<file path="src/rtl/coh_pkg.sv">
package coh_pkg;

    typedef enum logic [1:0] {
        LN_UNC = 2'd0,
        LN_SH  = 2'd1,
        LN_EX  = 2'd2
    } line_st_t;

    typedef enum logic [1:0] {
        RQ_RD  = 2'd0,
        RQ_WR  = 2'd1,
        RQ_WB  = 2'd2,
        RQ_NOP = 2'd3
    } req_kind_t;

    typedef enum logic [1:0] {
        MS_DATA  = 2'd0,
        MS_INV   = 2'd1,
        MS_FETCH = 2'd2,
        MS_MEMWR = 2'd3
    } msg_kind_t;

    typedef enum logic [2:0] {
        ST_IDLE  = 3'd0,
        ST_INVAL = 3'd1,
        ST_FETCH = 3'd2,
        ST_MEMWR = 3'd3,
        ST_REPLY = 3'd4,
        ST_WBWR  = 3'd5
    } fsm_t;

endpackage

</file>
<file path="src/rtl/coh_lowest_bit.sv">
module coh_lowest_bit #(
    parameter int WIDTH = 4,
    parameter int IDX_W = (WIDTH > 1) ? $clog2(WIDTH) : 1
) (
    input  logic [WIDTH-1:0] vec,
    output logic [IDX_W-1:0] idx,
    output logic             any
);
    always_comb begin
        idx = '0;
        any = 1'b0;
        for (int i = WIDTH - 1; i >= 0; i--) begin
            if (vec[i]) begin
                idx = IDX_W'(i);
                any = 1'b1;
            end
        end
    end
endmodule

</file>
<file path="src/rtl/coh_line_table.sv">
module coh_line_table
    import coh_pkg::*;
#(
    parameter int N_NODES = 4,
    parameter int N_LINES = 8,
    parameter int NODE_W  = (N_NODES > 1) ? $clog2(N_NODES) : 1,
    parameter int LINE_W  = (N_LINES > 1) ? $clog2(N_LINES) : 1
) (
    input  logic               clk,
    input  logic               rst_n,
    input  logic [LINE_W-1:0]  rd_line,
    output line_st_t           rd_state,
    output logic [N_NODES-1:0] rd_sharers,
    output logic [NODE_W-1:0]  rd_owner,
    input  logic               wr_en,
    input  logic [LINE_W-1:0]  wr_line,
    input  line_st_t           wr_state,
    input  logic [N_NODES-1:0] wr_sharers,
    input  logic [NODE_W-1:0]  wr_owner
);
    line_st_t           st_q  [N_LINES];
    logic [N_NODES-1:0] sh_q  [N_LINES];
    logic [NODE_W-1:0]  own_q [N_LINES];

    always_ff @(posedge clk) begin
        if (!rst_n) begin
            for (int i = 0; i < N_LINES; i++) begin
                st_q[i]  <= LN_UNC;
                sh_q[i]  <= '0;
                own_q[i] <= '0;
            end
        end else if (wr_en) begin
            st_q[wr_line]  <= wr_state;
            sh_q[wr_line]  <= wr_sharers;
            own_q[wr_line] <= wr_owner;
        end
    end

    assign rd_state   = st_q[rd_line];
    assign rd_sharers = sh_q[rd_line];
    assign rd_owner   = own_q[rd_line];

    // A shared line always has at least one sharer recorded
    assert_shared_nonempty_R4: assert property (@(posedge clk) disable iff (!rst_n)
        (rd_state == LN_SH) |-> (rd_sharers != '0));

    // Stored state is one of the three legal encodings
    assert_legal_state_R1: assert property (@(posedge clk) disable iff (!rst_n)
        rd_state != line_st_t'(2'd3));
endmodule

</file>
<file path="src/rtl/coh_directory.sv">
module coh_directory
    import coh_pkg::*;
#(
    parameter int N_NODES = 4,
    parameter int N_LINES = 8,
    parameter int NODE_W  = (N_NODES > 1) ? $clog2(N_NODES) : 1,
    parameter int LINE_W  = (N_LINES > 1) ? $clog2(N_LINES) : 1
) (
    input  logic                           clk,
    input  logic                           rst_n,
    input  logic [N_NODES-1:0]             req_valid,
    input  logic [N_NODES-1:0][1:0]        req_kind,
    input  logic [N_NODES-1:0][LINE_W-1:0] req_line,
    output logic [N_NODES-1:0]             req_ready,
    output logic                           busy,
    output logic                           msg_valid,
    output logic [1:0]                     msg_kind,
    output logic [NODE_W-1:0]              msg_node,
    output logic [LINE_W-1:0]              msg_line
);
    fsm_t               fsm_q, fsm_d;
    logic [NODE_W-1:0]  cur_node_q;
    logic [LINE_W-1:0]  cur_line_q;
    logic [NODE_W-1:0]  peer_q;
    logic [N_NODES-1:0] pend_q, pend_d;

    logic [NODE_W-1:0]  sel_idx;
    logic               sel_any;
    req_kind_t          sel_kind;
    logic [LINE_W-1:0]  sel_line;
    logic               accept;
    logic [N_NODES-1:0] bit_req, pend_other, inv_bit;
    logic [NODE_W-1:0]  inv_idx;
    logic               inv_any;

    line_st_t           rd_state;
    logic [N_NODES-1:0] rd_sharers;
    logic [NODE_W-1:0]  rd_owner;
    logic               wr_en;
    line_st_t           wr_state;
    logic [N_NODES-1:0] wr_sharers;
    logic [NODE_W-1:0]  wr_owner;

    coh_lowest_bit #(.WIDTH(N_NODES), .IDX_W(NODE_W)) u_pick (
        .vec(req_valid), .idx(sel_idx), .any(sel_any)
    );

    coh_lowest_bit #(.WIDTH(N_NODES), .IDX_W(NODE_W)) u_inv_scan (
        .vec(pend_q), .idx(inv_idx), .any(inv_any)
    );

    coh_line_table #(.N_NODES(N_NODES), .N_LINES(N_LINES),
                     .NODE_W(NODE_W), .LINE_W(LINE_W)) u_table (
        .clk(clk), .rst_n(rst_n),
        .rd_line(sel_line), .rd_state(rd_state),
        .rd_sharers(rd_sharers), .rd_owner(rd_owner),
        .wr_en(wr_en), .wr_line(sel_line), .wr_state(wr_state),
        .wr_sharers(wr_sharers), .wr_owner(wr_owner)
    );

    assign sel_kind = req_kind_t'(req_kind[sel_idx]);
    assign sel_line = req_line[sel_idx];
    assign accept   = (fsm_q == ST_IDLE) && sel_any;

    always_comb begin
        bit_req = '0;
        bit_req[sel_idx] = 1'b1;
        inv_bit = '0;
        inv_bit[inv_idx] = 1'b1;
        req_ready = accept ? bit_req : '0;
        pend_other = rd_sharers & ~bit_req;
    end

    // Decision taken when a request is accepted: new line view and first step
    always_comb begin
        wr_en      = 1'b0;
        wr_state   = rd_state;
        wr_sharers = rd_sharers;
        wr_owner   = rd_owner;
        fsm_d      = fsm_q;
        pend_d     = pend_q;
        unique case (fsm_q)
            ST_IDLE: begin
                pend_d = pend_other;
                if (accept) begin
                    unique case (sel_kind)
                        RQ_RD: begin
                            wr_en = 1'b1;
                            wr_state = LN_SH;
                            if (rd_state == LN_EX) begin
                                wr_sharers = bit_req;
                                wr_sharers[rd_owner] = 1'b1;
                                fsm_d = ST_FETCH;
                            end else if (rd_state == LN_SH) begin
                                wr_sharers = rd_sharers | bit_req;
                                fsm_d = ST_REPLY;
                            end else begin
                                wr_sharers = bit_req;
                                fsm_d = ST_REPLY;
                            end
                        end
                        RQ_WR: begin
                            wr_en = 1'b1;
                            wr_state = LN_EX;
                            wr_sharers = bit_req;
                            wr_owner = sel_idx;
                            if (rd_state == LN_EX)
                                fsm_d = ST_FETCH;
                            else if (rd_state == LN_SH && pend_other != '0)
                                fsm_d = ST_INVAL;
                            else
                                fsm_d = ST_REPLY;
                        end
                        RQ_WB: begin
                            if (rd_state == LN_EX && rd_owner == sel_idx) begin
                                wr_en = 1'b1;
                                wr_state = LN_UNC;
                                wr_sharers = '0;
                                fsm_d = ST_WBWR;
                            end
                        end
                        RQ_NOP: ;
                    endcase
                end
            end
            ST_INVAL: begin
                pend_d = pend_q & ~inv_bit;
                if (pend_d == '0)
                    fsm_d = ST_REPLY;
            end
            ST_FETCH: fsm_d = ST_MEMWR;
            ST_MEMWR: fsm_d = ST_REPLY;
            ST_REPLY: fsm_d = ST_IDLE;
            ST_WBWR:  fsm_d = ST_IDLE;
            default:  fsm_d = ST_IDLE;
        endcase
    end

    // State register
    always_ff @(posedge clk) begin
        if (!rst_n) begin
            fsm_q      <= ST_IDLE;
            cur_node_q <= '0;
            cur_line_q <= '0;
            peer_q     <= '0;
            pend_q     <= '0;
        end else begin
            fsm_q  <= fsm_d;
            pend_q <= pend_d;
            if (accept) begin
                cur_node_q <= sel_idx;
                cur_line_q <= sel_line;
                peer_q     <= rd_owner;
            end
        end
    end

    // Outputs
    always_comb begin
        busy      = (fsm_q != ST_IDLE);
        msg_valid = 1'b1;
        msg_kind  = MS_DATA;
        msg_node  = cur_node_q;
        msg_line  = cur_line_q;
        unique case (fsm_q)
            ST_IDLE:  msg_valid = 1'b0;
            ST_INVAL: begin msg_kind = MS_INV;   msg_node = inv_idx; end
            ST_FETCH: begin msg_kind = MS_FETCH; msg_node = peer_q;  end
            ST_MEMWR: begin msg_kind = MS_MEMWR; msg_node = peer_q;  end
            ST_REPLY: msg_kind = MS_DATA;
            ST_WBWR:  msg_kind = MS_MEMWR;
            default:  msg_valid = 1'b0;
        endcase
    end

    assert_ready_idle_R10: assert property (@(posedge clk) disable iff (!rst_n)
        (req_ready != '0) |-> !busy);

    assert_ready_onehot_R10: assert property (@(posedge clk) disable iff (!rst_n)
        $onehot0(req_ready) && ((req_ready & ~req_valid) == '0));

    assert_no_self_inv_R5: assert property (@(posedge clk) disable iff (!rst_n)
        (msg_valid && msg_kind == MS_INV) |-> (msg_node != cur_node_q));

    assert_fetch_then_memwr_R6: assert property (@(posedge clk) disable iff (!rst_n)
        (msg_valid && msg_kind == MS_FETCH) |=>
            (msg_valid && msg_kind == MS_MEMWR && $stable(msg_node)));

    assert_no_gap_R11: assert property (@(posedge clk) disable iff (!rst_n)
        busy |-> msg_valid);

    assert_data_ends_R11: assert property (@(posedge clk) disable iff (!rst_n)
        (msg_valid && msg_kind == MS_DATA) |=> !busy);
endmodule

</file>
<file path="config.mk">
export PLATFORM = sky130hd
export DESIGN_NAME = coh_directory
export DESIGN_NICKNAME = d
export VERILOG_FILES = /design/src/rtl/coh_pkg.sv /design/src/rtl/coh_lowest_bit.sv /design/src/rtl/coh_line_table.sv /design/src/rtl/coh_directory.sv
export SDC_FILE = /design/constraint.sdc
export NUM_CORES = 1
export LEC_CHECK = 0
export ABC_CLOCK_PERIOD_IN_PS = 5700
export BUFFER_PORTS_ARGS = -buffer_cell sky130_fd_sc_hd__clkbuf_2
export CAP_MARGIN = 30
export CORE_UTILIZATION = 56
export CTS_CLUSTER_SIZE = 10
export DETAILED_ROUTE_END_ITERATION = 10
export GPL_TIMING_DRIVEN = 0
export PLACE_DENSITY = 0.8
export RECOVER_POWER = 100
export SLEW_MARGIN = 10
export SYNTH_ARGS = -nofsm -noshare
export SYNTH_HDL_FRONTEND = slang
export SYNTH_HIERARCHICAL = 1
export SYNTH_SLANG_ARGS = --single-unit
</file>
<file path="constraint.sdc">
create_clock -name clk -period 5.7 [get_ports clk]
set_clock_uncertainty 0.05 [all_clocks]
set_input_delay 1.14 -clock clk [delete_from_list [all_inputs] [get_ports clk]]
set_output_delay 1.14 -clock clk [all_outputs]
set_load 0.1 [all_outputs]
</file>
## Word level (Yosys, flattened, before mapping)

Memories as Yosys holds them, arrays and structs flattened.
Cells that the tools add are included.

| cells by class | value |
|---|---|
| bitwise gates (word level) | 6 |
| muxes and demuxes | 65 |
| magnitude comparators | 6 |
| reduce and logical (&&, ||, !) cells | 20 |
| equality and inequality tests | 14 |

Operator list:

| kind | count |
|---|---|
| 2-to-1 mux 2 bit | 17 |
| 2-to-1 mux 3 bit | 10 |
| 2-to-1 mux 4 bit | 7 |
| 2-to-1 mux 1 bit | 18 |
| one-hot mux 2 bit (3 select lines) | 2 |
| one-hot mux 3 bit (4 select lines) | 1 |
| one-hot mux 4 bit (3 select lines) | 1 |
| OR reduction 2 bit | 5 |
| < comparator 2 x 3 -> 1 bit (second input constant) | 3 |
| one-hot mux 3 bit (3 select lines) | 1 |
| bitwise AND 4 bit | 2 |
| NOT 4 bit | 2 |
| bitwise OR 4 bit | 2 |
| one-hot mux 4 bit (2 select lines) | 1 |
| binary-select mux 3 bit (select 2 bit) | 1 |
| demux 1 bit (select 2 bit) | 3 |
| equality test 3 x 2 -> 1 bit (second input constant) | 2 |
| equality test 3 bit (second input constant) | 2 |
| greater-or-equal comparator 2 x 1 -> 1 bit (second input constant) | 3 |
| logical AND 1 bit | 6 |
| OR reduction 5 bit | 1 |
| binary-select mux 2 bit (select 2 bit) | 1 |
| equality test 2 x 1 -> 1 bit (second input constant) | 2 |
| equality test 2 bit (second input constant) | 2 |
| 15 further kinds | 16 |

| storage, ports and cells | value |
|---|---|
| memories | 3 |
| word-level logic and storage cells | 119 |
| memory bits (writable) | 64 |
| bits in registers | 14 |
| output and inout port bits | 13 |
| bits of input ports | 26 |

Memory list:

| memory | depth | width | rd ports | clocked after Yosys merged registers in | wr ports | line | RTL |
|---|---|---|---|---|---|---|---|
| u_table.sh_q | 8 | 4 | 1 | 0 | 8 | coh_line_table.sv:22 | `logic [N_NODES-1:0] sh_q [N_LINES];` |
| u_table.own_q | 8 | 2 | 1 | 0 | 8 | coh_line_table.sv:23 | `logic [NODE_W-1:0] own_q [N_LINES];` |
| u_table.st_q | 8 | 2 | 1 | 0 | 8 | coh_line_table.sv:21 | `line_st_t st_q [N_LINES];` |

## Logic depth before layout (Yosys ltp)

An unclocked memory read counts as a cell.

| depth | value |
|---|---|
| depth after elaboration | 18 |
| gate-level depth with buffers | 17 |

## Modules after synthesis

The synthesis kept the hierarchy.

By module, submodules not included:

| module | seq. area each (um2) | area each (um2) | instances | cells an instance |
|---|---|---|---|---|
| coh_line_table | 1921.8 | 2977.9 | 1 | 194 |
| coh_directory | 280.3 | 1320.0 | 1 | 165 |
| coh_lowest_bit | 0.0 | 35.0 | 2 | 7 |

## Least setup slack after synthesis

No wires, ideal clock.

| path | value |
|---|---|
| kind | in2out |
| start | input req_valid[2] |
| end | output req_ready[0] |
| path buffers | 1 |
| data required time | 4.510 ns |
| setup slack | 0.513 ns |
| stages on the path | 5 |
| arrival time | 3.997 ns |
| path through | nor2_1 > nand2_1 > or4b_4 > clkbuf_1 > nor3_1 |

| between the ends | value |
|---|---|
| elaborated cells between the ends (all ways) | 13 |
| classes of those cells | 2 x order compare; 9 x mux; 2 x reduce/logical |

RTL lines:

| what | line | RTL |
|---|---|---|
| start, declared | coh_directory.sv:11 | `input logic [N_NODES-1:0] req_valid,` |
| 2-to-1 mux 1 bit (3 in series) | coh_lowest_bit.sv:13 | `if (vec[i]) begin` |
| via sel_any | coh_directory.sv:28 | `logic sel_any;` |
| logical AND 1 bit | coh_directory.sv:63 | `assign accept = (fsm_q == ST_IDLE) && sel_any;` |
| 2-to-1 mux 4 bit | coh_directory.sv:70 | `req_ready = accept ? bit_req : '0;` |
| end, declared | coh_directory.sv:14 | `output logic [N_NODES-1:0] req_ready,` |

The timed path passes the listed nets, and every way through them passes these cells.

==> qor.yml <==
status:
  status: "finished clean"
final_layout:
  synthToLayoutAreaGrowth_pct: 14.12
  layout.nets: 459
  fin_util_pct: 67.17
  final_cells: 533
  layout_commonest_cell: "edfxtp_1"
  diodes: 0
  most-common-layout-cells: "edfxtp_1, nor3_1, clkbuf_1, clkbuf_2, nand2_1"
  drive_gt1_share_pct: 21.66
clock_tree:
  insertion_delay_ns: 0.36
  clock_path_buffers: 2
  htreeDepth: 3
  cts_buffers: 9
  cts.sinks: 78
  cts_tree: "built"
  holdBufCountCts: 0
  path_clk_slew_ns: 0.08
  clk_root_buffer_cell: "clkbuf_8"
critical_path:
  endpoint_kind: "flop"
  r2r_end: "u_table/sh_q[6][1]$_SDFFCE_PN0P_"
  cp_cell_sequence: "clkbuf_2 > nor3_1 > buf_2 > clkbuf_2 > mux4_2 > clkbuf_1 > buf_2 > mux4_1 > mux2_2 > nand2b_1 > clkbuf_1 > nor3_1 > nand2_1 > a21oi_1 > nand3_2 > o21ai_2 > buf_4"
  cp_slowest_cell: "o21ai_2"
  startpoint: "req_valid[0]"
  endpoint: "u_table/sh_q[6][1]$_SDFFCE_PN0P_"
  arrival_ns: 5.44
  r2r_start: "u_table/st_q[4][0]$_SDFFCE_PN0P_"
  path_class: "in2reg"
  crit_fanout: 10
  rrSetupSlack_ns: 2.36
  crit_required_ns: 5.73
  worst_path_largest_cell_delay_ns: 0.40
  start_kind: "input pin"
  rr_worst_depth: 10
routing:
  vias_per_cell: 6.647
  vias: 3543
  post_drt_wl_per_cell_um: 20.93
  wirelength_um: 11150
  route.detailed.drc: 0
  ant_nets: 0
  firstDrtPassIters: 5
  drt_first_iter_violations: 331
sta:
  slew_viol_final: 0
  max_slew.worst_pin.slew_ns: 1.170
  relSlewSlack_pct: 22.31
  period_needed_ns: 5.416
  max_freq_mhz: 184.6
  setup-violations-final: 0
  setup_tns_ns: 0
  rsz0062_at_grt: "no"
  finalHoldViolations: 0
  timing.final.crit_share_pct: 95.01
floorplanning:
  dieArea_um2: 8143
  fp.dieH_um: 90.24
  ioPinCount: 39
  die_w_um: 90.24
  core-area_um2: 7408
  rows: 31
  start_util_pct: 58.86
min_path:
  hold_path.class: "reg2reg"
placement:
  place_inst: 514
  hpwl_um: 7607
  io_buffer_count: 38
  gp_congestion: 0.8936
grt:
  grt_max_degree: 15
  antenna_found_initial: 0
  overflow: 0
  grt_pass1_wl_um: 17200
  grt_use_total_pct: 27.11
  first_global_vias: 3389
logic_synthesis:
  synth_nets: 401
  avgSynthCellArea_um2: 11.75
  postSynthCellCount: 371
  synthesis.area_um2: 4360
  ys_warn_count: 6
power:
  power-per-cell-area_nw_per_um2: 364.4
  leakage_nw: 1.791
  ir_drop_mv: 0.2366
flow_run:
  drv_cap: 0
per-stage QoR:
step	area, um2	setup WS (ns)	hold WS, ns	power (mW)
finish	4976	0.2842	0.4179	1.813
global route	4976	0.001765	0.4421	1.880
CTS	4952	0.07627	0.4160	1.801
detailed placement	4725	-0.6983	0.4035	1.386
global placement	4674	-0.7884	0.4017	1.367
floorplan	4360	0.5129	0.3900	1.229
worst max-delay path, delay by kind of cell:
kind	cells	cell delay, ns
AO/OA/AOI/OAI	2	0.66
AND/OR/NAND/NOR	5	0.92
multiplexers	3	1.01
buffers and inverters	7	1.71
final cells by class:
cell class                      count  area (um2)
Inverter                           16       60.06
Sequential cell                    78        2202
Fill cell                         535        2432
Buffer                             31       152.6
Timing Repair Buffer               47       241.5
Clock buffer                       11       131.4
Multi-Input combinational cell    246        2004
Tap cell                           99       123.9
Clock inverter                      5       60.06
metal layers:
layer	GRT usage [%]	wire (um)	up-vias
met2	45.67	5521	208
li1	-	-	1565
met4	8.333	364	0
met5	0	0	-
met3	4.061	926	39
met1	36.39	4341	1731
sequential cells by signal, summed over array words and instances, names as in the netlist:
| signal | flops |
|---|---|
| u_table/sh_q | 32 |
| u_table/own_q | 16 |
| u_table/st_q | 16 |
| pend_q | 4 |
| fsm_q | 3 |
| msg_line | 3 |
| cur_node_q | 2 |
| peer_q | 2 |
what timing repair did:
item	CTS	global route
pin swaps	1	0
hold endpoints to repair	0	0
endpoints found under the setup margin	55	46
buffers inserted	2	1
gates resized for setup	8	9
worst min-delay path by stage:
| stage | start | endpoint | cells past startpoint |
|---|---|---|---|
| floorplan | cur_node_q[0]$_SDFFE_PN0P_ | cur_node_q[0]$_SDFFE_PN0P_ | 2 |
| global placement | cur_node_q[0]$_SDFFE_PN0P_ | cur_node_q[0]$_SDFFE_PN0P_ | 2 |
| detailed placement | cur_node_q[0]$_SDFFE_PN0P_ | cur_node_q[0]$_SDFFE_PN0P_ | 2 |
| CTS | cur_node_q[0]$_SDFFE_PN0P_ | cur_node_q[0]$_SDFFE_PN0P_ | 2 |
| global route | peer_q[1]$_SDFFE_PN0P_ | peer_q[1]$_SDFFE_PN0P_ | 2 |
| finish | cur_node_q[0]$_SDFFE_PN0P_ | cur_node_q[0]$_SDFFE_PN0P_ | 2 |
power breakdown:
| part | total (mW) | internal [mW] | switching [mW] |
|---|---|---|---|
| Combinational | 0.703 | 0.185 | 0.518 |
| Sequential | 0.692 | 0.662 | 0.0300 |
| Clock | 0.418 | 0.204 | 0.213 |
Note: power is estimated with default switching activity, not from simulation.
